===== config.mk =====
export PLATFORM = sky130hd
export DESIGN_NAME = step_debug_ctrl
export DESIGN_NICKNAME = d
export VERILOG_FILES = /design/src/rtl/dbg_pkg.sv /design/src/rtl/dbg_fault_latch.sv /design/src/rtl/dbg_step_seq.sv /design/src/rtl/dbg_snap_ser.sv /design/src/rtl/step_debug_ctrl.sv
export SDC_FILE = /design/constraint.sdc
export NUM_CORES = 1
export LEC_CHECK = 0
export BUFFER_PORTS_ARGS = -buffer_cell sky130_fd_sc_hd__buf_2
export CAP_MARGIN = 20
export CORE_ASPECT_RATIO = 1.75
export CORE_MARGIN = 1.5
export CORE_UTILIZATION = 35
export CTS_CLUSTER_DIAMETER = 30
export DETAILED_ROUTE_END_ITERATION = 12
export PLACE_DENSITY_LB_ADDON = 0.1
export SLEW_MARGIN = 20
export SYNTH_ARGS = -nofsm -noshare
export SYNTH_HDL_FRONTEND = slang
export SYNTH_SLANG_ARGS = --single-unit

===== constraint.sdc =====
create_clock -name clk_i -period 2.2 [get_ports clk_i]
set_input_delay 0.44 -clock clk_i [delete_from_list [all_inputs] [get_ports clk_i]]
set_output_delay 0.44 -clock clk_i [all_outputs]
set_load 0.005 [all_outputs]

===== src/rtl/dbg_pkg.sv =====
package dbg_pkg;
  typedef enum logic [1:0] {
    SEQ_IDLE   = 2'd0,
    SEQ_PULSE  = 2'd1,
    SEQ_RETIRE = 2'd2,
    SEQ_DUMP   = 2'd3
  } seq_state_e;
endpackage


===== src/rtl/dbg_fault_latch.sv =====
module dbg_fault_latch (
  input  logic clk_i,
  input  logic rst_ni,
  input  logic fault_opcode_i,
  input  logic fault_addr_i,
  output logic step_mode_o
);
  logic fault_any;
  assign fault_any = fault_opcode_i | fault_addr_i;

  always_ff @(posedge clk_i or negedge rst_ni) begin
    if (!rst_ni)                       step_mode_o <= 1'b0;
    else if (!step_mode_o && fault_any) step_mode_o <= 1'b1;
  end

  a_r4_sticky: assert property (@(posedge clk_i) disable iff (!rst_ni)
    step_mode_o |=> step_mode_o);
  a_r2_r3_enter: assert property (@(posedge clk_i) disable iff (!rst_ni)
    (!step_mode_o && fault_any) |=> step_mode_o);
endmodule


===== src/rtl/dbg_step_seq.sv =====
module dbg_step_seq
  import dbg_pkg::*;
(
  input  logic clk_i,
  input  logic rst_ni,
  input  logic step_mode_i,
  input  logic rx_strobe_i,
  input  logic retire_i,
  input  logic ser_busy_i,
  output logic step_o,
  output logic load_o
);
  seq_state_e state_q, state_d;

  always_comb begin
    state_d = state_q;
    unique case (state_q)
      SEQ_IDLE:   if (step_mode_i && rx_strobe_i) state_d = SEQ_PULSE;
      SEQ_PULSE:  state_d = SEQ_RETIRE;
      SEQ_RETIRE: if (retire_i) state_d = SEQ_DUMP;
      SEQ_DUMP:   if (!ser_busy_i) state_d = SEQ_IDLE;
      default:    state_d = SEQ_IDLE;
    endcase
  end

  always_ff @(posedge clk_i or negedge rst_ni) begin
    if (!rst_ni) state_q <= SEQ_IDLE;
    else         state_q <= state_d;
  end

  assign step_o = (state_q == SEQ_PULSE);
  assign load_o = (state_q == SEQ_RETIRE) && retire_i;

  a_r5_one_cycle: assert property (@(posedge clk_i) disable iff (!rst_ni)
    step_o |=> !step_o);
  a_r11_no_step_in_run: assert property (@(posedge clk_i) disable iff (!rst_ni)
    !step_mode_i |-> !step_o);
  a_r6_no_retire_on_pulse: assert property (@(posedge clk_i) disable iff (!rst_ni)
    step_o |-> !retire_i);
endmodule


===== src/rtl/dbg_snap_ser.sv =====
module dbg_snap_ser #(
  parameter int PC_W   = 32,
  parameter int ADDR_W = 32,
  parameter int DATA_W = 32,
  parameter int OP_W   = 8
) (
  input  logic              clk_i,
  input  logic              rst_ni,
  input  logic              load_i,
  input  logic [PC_W-1:0]   pc_i,
  input  logic [ADDR_W-1:0] addr_i,
  input  logic [DATA_W-1:0] data_i,
  input  logic [OP_W-1:0]   op_i,
  input  logic              tx_ready_i,
  output logic [7:0]        tx_data_o,
  output logic              tx_valid_o,
  output logic              busy_o
);
  localparam int PC_B    = (PC_W + 7) / 8;
  localparam int ADDR_B  = (ADDR_W + 7) / 8;
  localparam int DATA_B  = (DATA_W + 7) / 8;
  localparam int OP_B    = (OP_W + 7) / 8;
  localparam int N_BYTES = PC_B + ADDR_B + DATA_B + OP_B;
  localparam int SNAP_W  = N_BYTES * 8;
  localparam int CNT_W   = $clog2(N_BYTES + 1);

  logic [SNAP_W-1:0] snap_in, shreg_q;
  logic [CNT_W-1:0]  cnt_q;
  logic              take;

  // each field zero-padded to whole bytes, MSB first
  assign snap_in = {(PC_B*8)'(pc_i), (ADDR_B*8)'(addr_i),
                    (DATA_B*8)'(data_i), (OP_B*8)'(op_i)};

  assign tx_valid_o = (cnt_q != '0);
  assign busy_o     = tx_valid_o;
  assign tx_data_o  = shreg_q[SNAP_W-1 -: 8];
  assign take       = tx_valid_o && tx_ready_i;

  always_ff @(posedge clk_i or negedge rst_ni) begin
    if (!rst_ni) begin
      shreg_q <= '0;
      cnt_q   <= '0;
    end else if (load_i) begin
      shreg_q <= snap_in;
      cnt_q   <= CNT_W'(N_BYTES);
    end else if (take) begin
      shreg_q <= {shreg_q[SNAP_W-9:0], 8'h00};
      cnt_q   <= cnt_q - CNT_W'(1);
    end
  end

  a_r8_hold: assert property (@(posedge clk_i) disable iff (!rst_ni)
    (tx_valid_o && !tx_ready_i) |=> (tx_valid_o && $stable(tx_data_o)));
  a_r7_no_reload: assert property (@(posedge clk_i) disable iff (!rst_ni)
    load_i |-> !busy_o);
  a_r7_start: assert property (@(posedge clk_i) disable iff (!rst_ni)
    load_i |=> tx_valid_o);
endmodule


===== src/rtl/step_debug_ctrl.sv =====
module step_debug_ctrl #(
  parameter int PC_W   = 32,
  parameter int ADDR_W = 32,
  parameter int DATA_W = 32,
  parameter int OP_W   = 8
) (
  input  logic              clk_i,
  input  logic              rst_ni,
  input  logic              fault_opcode_i,
  input  logic              fault_addr_i,
  input  logic              rx_strobe_i,
  input  logic              retire_i,
  input  logic [PC_W-1:0]   pc_i,
  input  logic [ADDR_W-1:0] addr_i,
  input  logic [DATA_W-1:0] data_i,
  input  logic [OP_W-1:0]   opcode_i,
  output logic              run_en_o,
  output logic              step_o,
  output logic [7:0]        tx_data_o,
  output logic              tx_valid_o,
  input  logic              tx_ready_i
);
  logic step_mode, ser_busy, load;

  dbg_fault_latch u_fault (
    .clk_i          (clk_i),
    .rst_ni         (rst_ni),
    .fault_opcode_i (fault_opcode_i),
    .fault_addr_i   (fault_addr_i),
    .step_mode_o    (step_mode)
  );

  dbg_step_seq u_seq (
    .clk_i       (clk_i),
    .rst_ni      (rst_ni),
    .step_mode_i (step_mode),
    .rx_strobe_i (rx_strobe_i),
    .retire_i    (retire_i),
    .ser_busy_i  (ser_busy),
    .step_o      (step_o),
    .load_o      (load)
  );

  dbg_snap_ser #(
    .PC_W(PC_W), .ADDR_W(ADDR_W), .DATA_W(DATA_W), .OP_W(OP_W)
  ) u_ser (
    .clk_i      (clk_i),
    .rst_ni     (rst_ni),
    .load_i     (load),
    .pc_i       (pc_i),
    .addr_i     (addr_i),
    .data_i     (data_i),
    .op_i       (opcode_i),
    .tx_ready_i (tx_ready_i),
    .tx_data_o  (tx_data_o),
    .tx_valid_o (tx_valid_o),
    .busy_o     (ser_busy)
  );

  assign run_en_o = !step_mode;

  a_r4_run_stays_off: assert property (@(posedge clk_i) disable iff (!rst_ni)
    !run_en_o |=> !run_en_o);
  a_r11_no_tx_in_run: assert property (@(posedge clk_i) disable iff (!rst_ni)
    run_en_o |-> (!tx_valid_o && !step_o));
  a_r6_no_step_in_dump: assert property (@(posedge clk_i) disable iff (!rst_ni)
    tx_valid_o |-> !step_o);
endmodule


==> load_flow_metrics.sql, run 1 <==
INSERT INTO impl_metrics (metric_group, metric, value, unit) VALUES
('status', 'run_status', 'completed', ''),
('layout', 'layout.nets', '724', ''),
('global_routing', 'global_route_wire_length_before_repair', '25300', 'um'),
('sta', 'timing_hold_violations_final', '0', ''),
('critical_path', 'critical_path.endpoint_type', 'output port', ''),
('global_routing', 'grt_max_degree', '98', ''),
('yosys', 'yosysWarningCount', '0', ''),
('layout', 'layout.cells.most_common_list', '120 x sky130_fd_sc_hd__buf_2, 111 x sky130_fd_sc_hd__dfrtp_1, 87 x sky130_fd_sc_hd__and3_1, 86 x sky130_fd_sc_hd__a211o_1, 85 x sky130_fd_sc_hd__o211a_1', ''),
('die', 'design.portCount', '122', ''),
('route', 'wl_per_cell', '19.2', 'um'),
('route', 'final_antenna_net_count', '0', ''),
('sta', 'max_clock_freq', '0.478', 'GHz'),
('critical_path', 'length_in_cells_of_the_worst_reg_to_reg_path', '7', ''),
('yosys', 'yosysUniqueCellTypes', '32', ''),
('critical_path', 'crit_fanout', '19', ''),
('placement', 'io_buffer_count', '121', ''),
('yosys', 'synth_fp_nets', '646', ''),
('power_and_ir_drop', 'power.total', '7.97', 'mW'),
('global_routing', 'globalRouteOverflowTotal', '0', ''),
('placement', 'post-dp-hpwl', '10100', 'um'),
('sta', 'fin_ws', '0.107', 'ns'),
('clocking', 'number_of_clock_sinks', '111', ''),
('sta', 'timing.final.max_slew_violations', '0', ''),
('clocking', 'clk_pin_slew_worst_paths', '0.07', 'ns'),
('layout', 'layout_commonest_cell', 'sky130_fd_sc_hd__buf_2', ''),
('critical_path', 'timing.critical_path.required', '1.76', 'ns'),
('die', 'design.core.area', '0.0164', 'mm2'),
('route', 'drc', '0', ''),
('yosys', 'avgSynthCellArea', '11.1', 'um2'),
('sta', 'period_needed', '2.09', 'ns'),
('clocking', 'cts.htree.levels', '3', ''),
('critical_path', 'critical_path.cell_chain', 'inv_1 > ha_1 > nor3b_4 > inv_4 > buf_2', ''),
('critical_path', 'timing_worst_setup_path_type', 'register to output port', ''),
('layout', 'drive_above_1_share', '26.4', '%'),
('critical_path', 'critical_path.startpoint_type', 'register', ''),
('placement', 'gpl.final_weighted_congestion', '0.732', ''),
('power_and_ir_drop', 'vdd_ir_drop_max', '574', 'uV'),
('sta', 'slew_headroom', '61.9', '%'),
('critical_path', 'crit_path_max_incr_delay', '0.40', 'ns'),
('power_and_ir_drop', 'power-per-cell-area', '1150', 'mW/mm2'),
('sta', 'grt_setup_unrepaired', 'false', ''),
('critical_path', 'worst_ep_arrival_time', '1.65', 'ns'),
('route', 'drt_iter0_markers', '229', ''),
('clocking', 'cts_hold_buffers', '0', ''),
('critical_path', 'critical_path_buffer_and_inverter_count', '3', ''),
('route', 'num_vias', '4664', ''),
('placement', 'postPlaceCellArea', '0.00660', 'mm2'),
('die', 'die_w', '101', 'um'),
('die', 'die-area', '0.0175', 'mm2'),
('critical_path', 'slowest_stage', 'sky130_fd_sc_hd__dfrtp_1', ''),
('clocking', 'cts_made_buffers', '9', ''),
('global_routing', 'first_global_vias', '4628', ''),
('layout', 'diodes', '0', ''),
('placement', 'place_inst', '818', ''),
('global_routing', 'number_of_antenna_violations_at_the_first_check_in_global_routing', '0', ''),
('clocking', 'cts.root.buffer_cell', 'sky130_fd_sc_hd__clkbuf_16', ''),
('die', 'start_util', '35.7', '%'),
('sta', 'worst_hold_slack', '0.0769', 'ns'),
('run', 'timing.max_cap.violations', '0', ''),
('sta', 'setup_viol', '0', ''),
('min_path', 'worst_hold_path_type', 'input port to asynchronous set/reset pin', ''),
('route', 'routed_wirelength', '16100', 'um'),
('layout', 'finish.cell_count_without_fillers', '835', ''),
('clocking', 'cts_tree', 'yes', ''),
('yosys', 'seq_area_frac_synth', '47.5', '%'),
('global_routing', 'grt_util_all_layers', '18.4', '%'),
('clocking', 'worst_skew_late_latency', '0.35', 'ns'),
('route', 'detailedRoute.firstPassIterationCount', '6', ''),
('yosys', 'syn_area', '0.00585', 'mm2'),
('sta', 'fin_setup_tns', '0', 'ns'),
('layout', 'finalInstanceArea', '0.00692', 'mm2');
[synthesized netlist by cell type]
| cell | count | area share (%) |
|---|---|---|
| sky130_fd_sc_hd__a2111oi_0 | 1 | 0.15 |
| sky130_fd_sc_hd__a211o_1 | 86 | 13 |
| sky130_fd_sc_hd__a21boi_0 | 1 | 0.13 |
| sky130_fd_sc_hd__a21oi_1 | 13 | 1.1 |
| sky130_fd_sc_hd__a21oi_2 | 1 | 0.15 |
| sky130_fd_sc_hd__a221o_1 | 1 | 0.17 |
| sky130_fd_sc_hd__a22o_1 | 8 | 1.2 |
| sky130_fd_sc_hd__a31oi_1 | 12 | 1.3 |
| sky130_fd_sc_hd__and2_1 | 1 | 0.11 |
| sky130_fd_sc_hd__and3_1 | 87 | 9.3 |
| sky130_fd_sc_hd__buf_2 | 12 | 1.0 |
| sky130_fd_sc_hd__buf_4 | 11 | 1.4 |
| sky130_fd_sc_hd__buf_6 | 6 | 1.2 |
| sky130_fd_sc_hd__clkbuf_1 | 44 | 2.8 |
| sky130_fd_sc_hd__dfrtp_1 | 111 | 47 |
| sky130_fd_sc_hd__ha_1 | 6 | 1.3 |
| sky130_fd_sc_hd__inv_1 | 6 | 0.39 |
| sky130_fd_sc_hd__inv_2 | 1 | 0.064 |
| sky130_fd_sc_hd__inv_4 | 1 | 0.11 |
| sky130_fd_sc_hd__mux2_4 | 1 | 0.26 |
| sky130_fd_sc_hd__nand2_1 | 1 | 0.064 |
| sky130_fd_sc_hd__nand2_2 | 1 | 0.11 |
| sky130_fd_sc_hd__nand3_1 | 2 | 0.17 |
| sky130_fd_sc_hd__nor2_1 | 11 | 0.71 |
| sky130_fd_sc_hd__nor3_1 | 2 | 0.17 |
| sky130_fd_sc_hd__nor3_2 | 1 | 0.17 |
| sky130_fd_sc_hd__nor3b_1 | 1 | 0.13 |
| sky130_fd_sc_hd__nor3b_2 | 1 | 0.21 |
| sky130_fd_sc_hd__o211a_1 | 85 | 15 |
| sky130_fd_sc_hd__o21ai_0 | 8 | 0.68 |
| sky130_fd_sc_hd__o21ai_1 | 5 | 0.43 |
| sky130_fd_sc_hd__or3_1 | 1 | 0.11 |
[routing by layer]
| metal | wire length, um | global-route usage (%) |
|---|---|---|
| met5 | 0 | 0 |
| met4 | 130 | 4.58 |
| met3 | 548 | 2.25 |
| met2 | 8390 | 31.1 |
| met1 | 6990 | 24.9 |
[registers in the layout, summed over array words and instances (netlist names)]
signal and cells:
u_ser.cnt_q 4, u_ser.shreg_q 104, u_seq.state_q 2, u_fault.step_mode_o 1
[worst register-to-register path: cells and delay by family (launching register included)]
kind / cells / cell delay, ns
compound gates: 2 / 0.45
fa+ha+maj: 1 / 0.22
buf+inv: 3 / 0.67
flops: 1 / 0.40
simple gates: 1 / 0.14
[power by group]
part	internal, mW	switching [mW]	leakage, nW	total [mW]
Sequential	2.94	0.581	1.41	3.52
Combinational	1.46	1.34	3.27	2.79
Clock	0.911	0.744	0.143	1.66
Total	5.31	2.66	4.82	7.97
[cells by family after synthesis]
group	Yosys count	share of synthesized area [%]
AO/OA/AOI/OAI	221	32.7
flip-flops	111	47.5
AND/OR/NAND/NOR	109	11.3
buffers and inverters	81	6.97
adder cells (fa/ha/maj)	6	1.28
multiplexers	1	0.257
[area by class of cell]
| class | count | area, um2 |
|---|---|---|
| Clock inverter | 3 | 43.8 |
| Inverter | 8 | 33.8 |
| Fill cell | 1617 | 9450 |
| Clock buffer | 12 | 246 |
| Sequential cell | 111 | 2780 |
| Timing Repair Buffer | 140 | 855 |
| Tap cell | 224 | 280 |
| Multi-Input combinational cell | 337 | 2680 |
[what timing repair did]
item | 4_1_cts | 5_1_grt
resized for setup | 0 | 1
hold endpoints to repair | 0 | 0
endpoints found under the setup margin | 1 | 31
pin swaps | 0 | 1
buffers inserted | 1 | 2
[worst paths after layout]
kind / to / slack [ns] / start
min: u_ser.shreg_q[98] / 0.08 / rst_ni
max: tx_valid_o / 0.11 / u_ser.cnt_q[0]
max reg2reg: u_ser.shreg_q[69] / 0.21 / u_seq.state_q[0]
min reg2reg: u_ser.shreg_q[71] / 0.49 / u_ser.shreg_q[63]
min in group clk_i: u_fault.step_mode_o / 0.28 / fault_addr_i
max in group asynchronous: u_ser.shreg_q[19] / 1.49 / rst_ni
No activity file was read; power rests on OpenSTA's default activity.
==> inputs of run 2 (changes only) <==
Settings changed: PLACE_DENSITY_LB_ADDON 0.1 to not set.
==> run 2 against run 1 <==
Hold slack better by 0.20 ns. Clock power is 8% higher. Combinational power is 1% lower. Sequential share of layout area hardly changed. Non-clock buffer count is 1 lower. Largest power group unchanged. Highest routed layer unchanged.
==> load_flow_metrics.sql, run 2 (synthesized netlist as in run 1, its figures left out) <==
INSERT INTO impl_metrics (metric_group, metric, value, unit) VALUES
('run', 'timing.max_cap.violations', '0', ''),
('sta', 'grt_setup_unrepaired', 'false', ''),
('power_and_ir_drop', 'power-per-cell-area', '1170', 'mW/mm2'),
('clocking', 'cts.htree.levels', '3', ''),
('die', 'design.portCount', '122', ''),
('sta', 'timing.final.max_slew_violations', '0', ''),
('route', 'routed_wirelength', '15800', 'um'),
('layout', 'layout_commonest_cell', 'sky130_fd_sc_hd__buf_2', ''),
('power_and_ir_drop', 'p_leak', '4.81', 'nW'),
('layout', 'register_ranked_first_by_flip_flop_count', 'u_ser.shreg_q', ''),
('status', 'run_status', 'completed', ''),
('clocking', 'clk_pin_slew_worst_paths', '0.08', 'ns'),
('sta', 'max_slew.worst_pin.slew', '0.651', 'ns'),
('clocking', 'number_of_clock_sinks', '111', ''),
('die', 'die_w', '101', 'um'),
('die', 'die-area', '0.0175', 'mm2'),
('route', 'vias_per_cell', '5.55', ''),
('clocking', 'ctsLongestPathBuffers', '2', ''),
('layout', 'diodes', '0', ''),
('global_routing', 'globalRouteOverflowTotal', '0', ''),
('critical_path', 'critical_path.endpoint_type', 'output port', ''),
('sta', 'max_clock_freq', '0.493', 'GHz'),
('placement', 'io_buffer_count', '121', ''),
('layout', 'drive_above_1_share', '26.5', '%'),
('sta', 'fin_skew', '0.00732', 'ns'),
('critical_path', 'timing.critical_path.required', '1.76', 'ns'),
('critical_path', 'crit_fanout', '19', ''),
('layout', 'seqCellArea', '0.00278', 'mm2'),
('route', 'drt_iter0_markers', '321', ''),
('route', 'wl_per_cell', '18.9', 'um'),
('layout', 'postLayoutCoreUtil', '42.2', '%'),
('clocking', 'cts.root.buffer_cell', 'sky130_fd_sc_hd__clkbuf_16', ''),
('die', 'core_rows', '62', ''),
('clocking', 'cts_made_buffers', '9', ''),
('die', 'start_util', '35.7', '%'),
('min_path', 'worst_hold_path_type', 'input port to register', ''),
('sta', 'slew_headroom', '56.6', '%'),
('global_routing', 'grt_util_all_layers', '18.5', '%'),
('clocking', 'cts_tree', 'yes', ''),
('power_and_ir_drop', 'vdd_ir_drop_max', '483', 'uV'),
('global_routing', 'number_of_antenna_violations_at_the_first_check_in_global_routing', '0', ''),
('die', 'die-height', '174', 'um'),
('global_routing', 'first_global_vias', '4649', ''),
('route', 'drc', '0', ''),
('critical_path', 'worst_ep_arrival_time', '1.59', 'ns'),
('route', 'detailedRoute.firstPassIterationCount', '4', ''),
('layout', 'largest_register_ff_count', '104', ''),
('clocking', 'worst_skew_late_latency', '0.34', 'ns'),
('layout', 'area.growth.synth_to_final', '18.2', '%'),
('sta', 'setup_viol', '0', ''),
('sta', 'fin_setup_tns', '0', 'ns'),
('placement', 'gpl.final_weighted_congestion', '0.759', ''),
('die', 'design.core.area', '0.0164', 'mm2'),
('layout', 'top_regs', 'u_ser.shreg_q: 104 flops, u_ser.cnt_q: 4 flops, u_seq.state_q: 2 flops', ''),
('global_routing', 'global_route_wire_length_before_repair', '25400', 'um'),
('sta', 'timing_hold_violations_final', '0', ''),
('critical_path', 'critical_path.startpoint_type', 'register', ''),
('route', 'final_antenna_net_count', '0', ''),
('route', 'num_vias', '4632', ''),
('layout', 'layout.nets', '723', ''),
('critical_path', 'timing_worst_setup_path_type', 'register to output port', ''),
('sta', 'final.period_utilization', '92.2', '%'),
('placement', 'post-dp-hpwl', '10300', 'um'),
('layout', 'multi_input_area', '0.00268', 'mm2'),
('global_routing', 'grt_max_degree', '98', ''),
('layout', 'filler_cell_count', '1631', ''),
('layout', 'layout.cells.most_common_list', '120 x sky130_fd_sc_hd__buf_2, 111 x sky130_fd_sc_hd__dfrtp_1, 87 x sky130_fd_sc_hd__and3_1, 86 x sky130_fd_sc_hd__a211o_1, 85 x sky130_fd_sc_hd__o211a_1', ''),
('sta', 'period_needed', '2.03', 'ns');
run 2: worst paths after layout:
path / from / endpoint / slack, ns / depth (start not counted)
worst max-delay path: u_ser.cnt_q[0] / tx_valid_o / 0.17 / 5
worst min-delay path: fault_opcode_i / u_fault.step_mode_o / 0.27 / 2
worst max register to register: u_ser.cnt_q[0] / u_ser.shreg_q[69] / 0.20 / 8
worst min register to register: u_ser.shreg_q[79] / u_ser.shreg_q[87] / 0.48 / 1
max in group asynchronous: rst_ni / u_ser.shreg_q[90] / 1.10 / 3
min in group asynchronous: rst_ni / u_ser.shreg_q[70] / 0.51 / 2
run 2: cell type report:
| class | count | share of cell area, % |
|---|---|---|
| clock buffers | 10 | 3.46 |
| clock inverters | 6 | 1.34 |
| inverters | 8 | 0.471 |
| multi-input cells | 337 | 38.8 |
| flip-flops and latches | 111 | 40.2 |
| well taps | 224 | 4.05 |
| repair buffers | 139 | 11.7 |
run 2: per-layer routing:
metal	routed length, um	vias to the layer above	track usage, %	part of all wire [%]
li1	-	2192	-	-
met4	367	0	7.10	2.3
met3	622	15	2.33	3.9
met1	6740	2309	24.4	43
met2	8080	116	30.7	51
met5	0	-	0	0
run 2: critical path, cell delays in order, from the launching register on:
cell                      delay (ns)
sky130_fd_sc_hd__dfrtp_1        0.40
sky130_fd_sc_hd__inv_1          0.08
sky130_fd_sc_hd__ha_1           0.19
sky130_fd_sc_hd__nor3b_4        0.26
sky130_fd_sc_hd__inv_4          0.14
sky130_fd_sc_hd__buf_2          0.15
run 2: power by group:
part | internal, mW | switching [mW] | total [mW]
clock network | 1.04 | 0.766 | 1.80
logic | 1.42 | 1.33 | 2.75
registers | 2.94 | 0.618 | 3.56
total | 5.40 | 2.71 | 8.11
run 2: stage by stage:
step / worst slack (ns) / cell area, um2 / instances / hold WS (ns) / power [mW]
6_report: 0.173 / 6910 / 835 / 0.274 / 8.11
5_1_grt: 0.0829 / 6910 / 835 / 0.272 / 8.66
4_1_cts: 0.0687 / 6910 / 835 / 0.258 / 8.18
3_5_place_dp: 0.263 / 6560 / 817 / 0.335 / 6.35
3_3_place_gp: 0.339 / 6560 / 817 / 0.334 / 6.21
2_1_floorplan: 0.458 / 5850 / 529 / 0.144 / 5.55
run 2: timing repair:
item | CTS | global route
pin swaps | 0 | 0
setup endpoints to repair | 1 | 1
hold buffers | 1 | 0
gates cloned | 0 | 0
gates resized for setup | 0 | 0
setup buffers | 1 | 1
hold endpoints to repair | 14 | 0
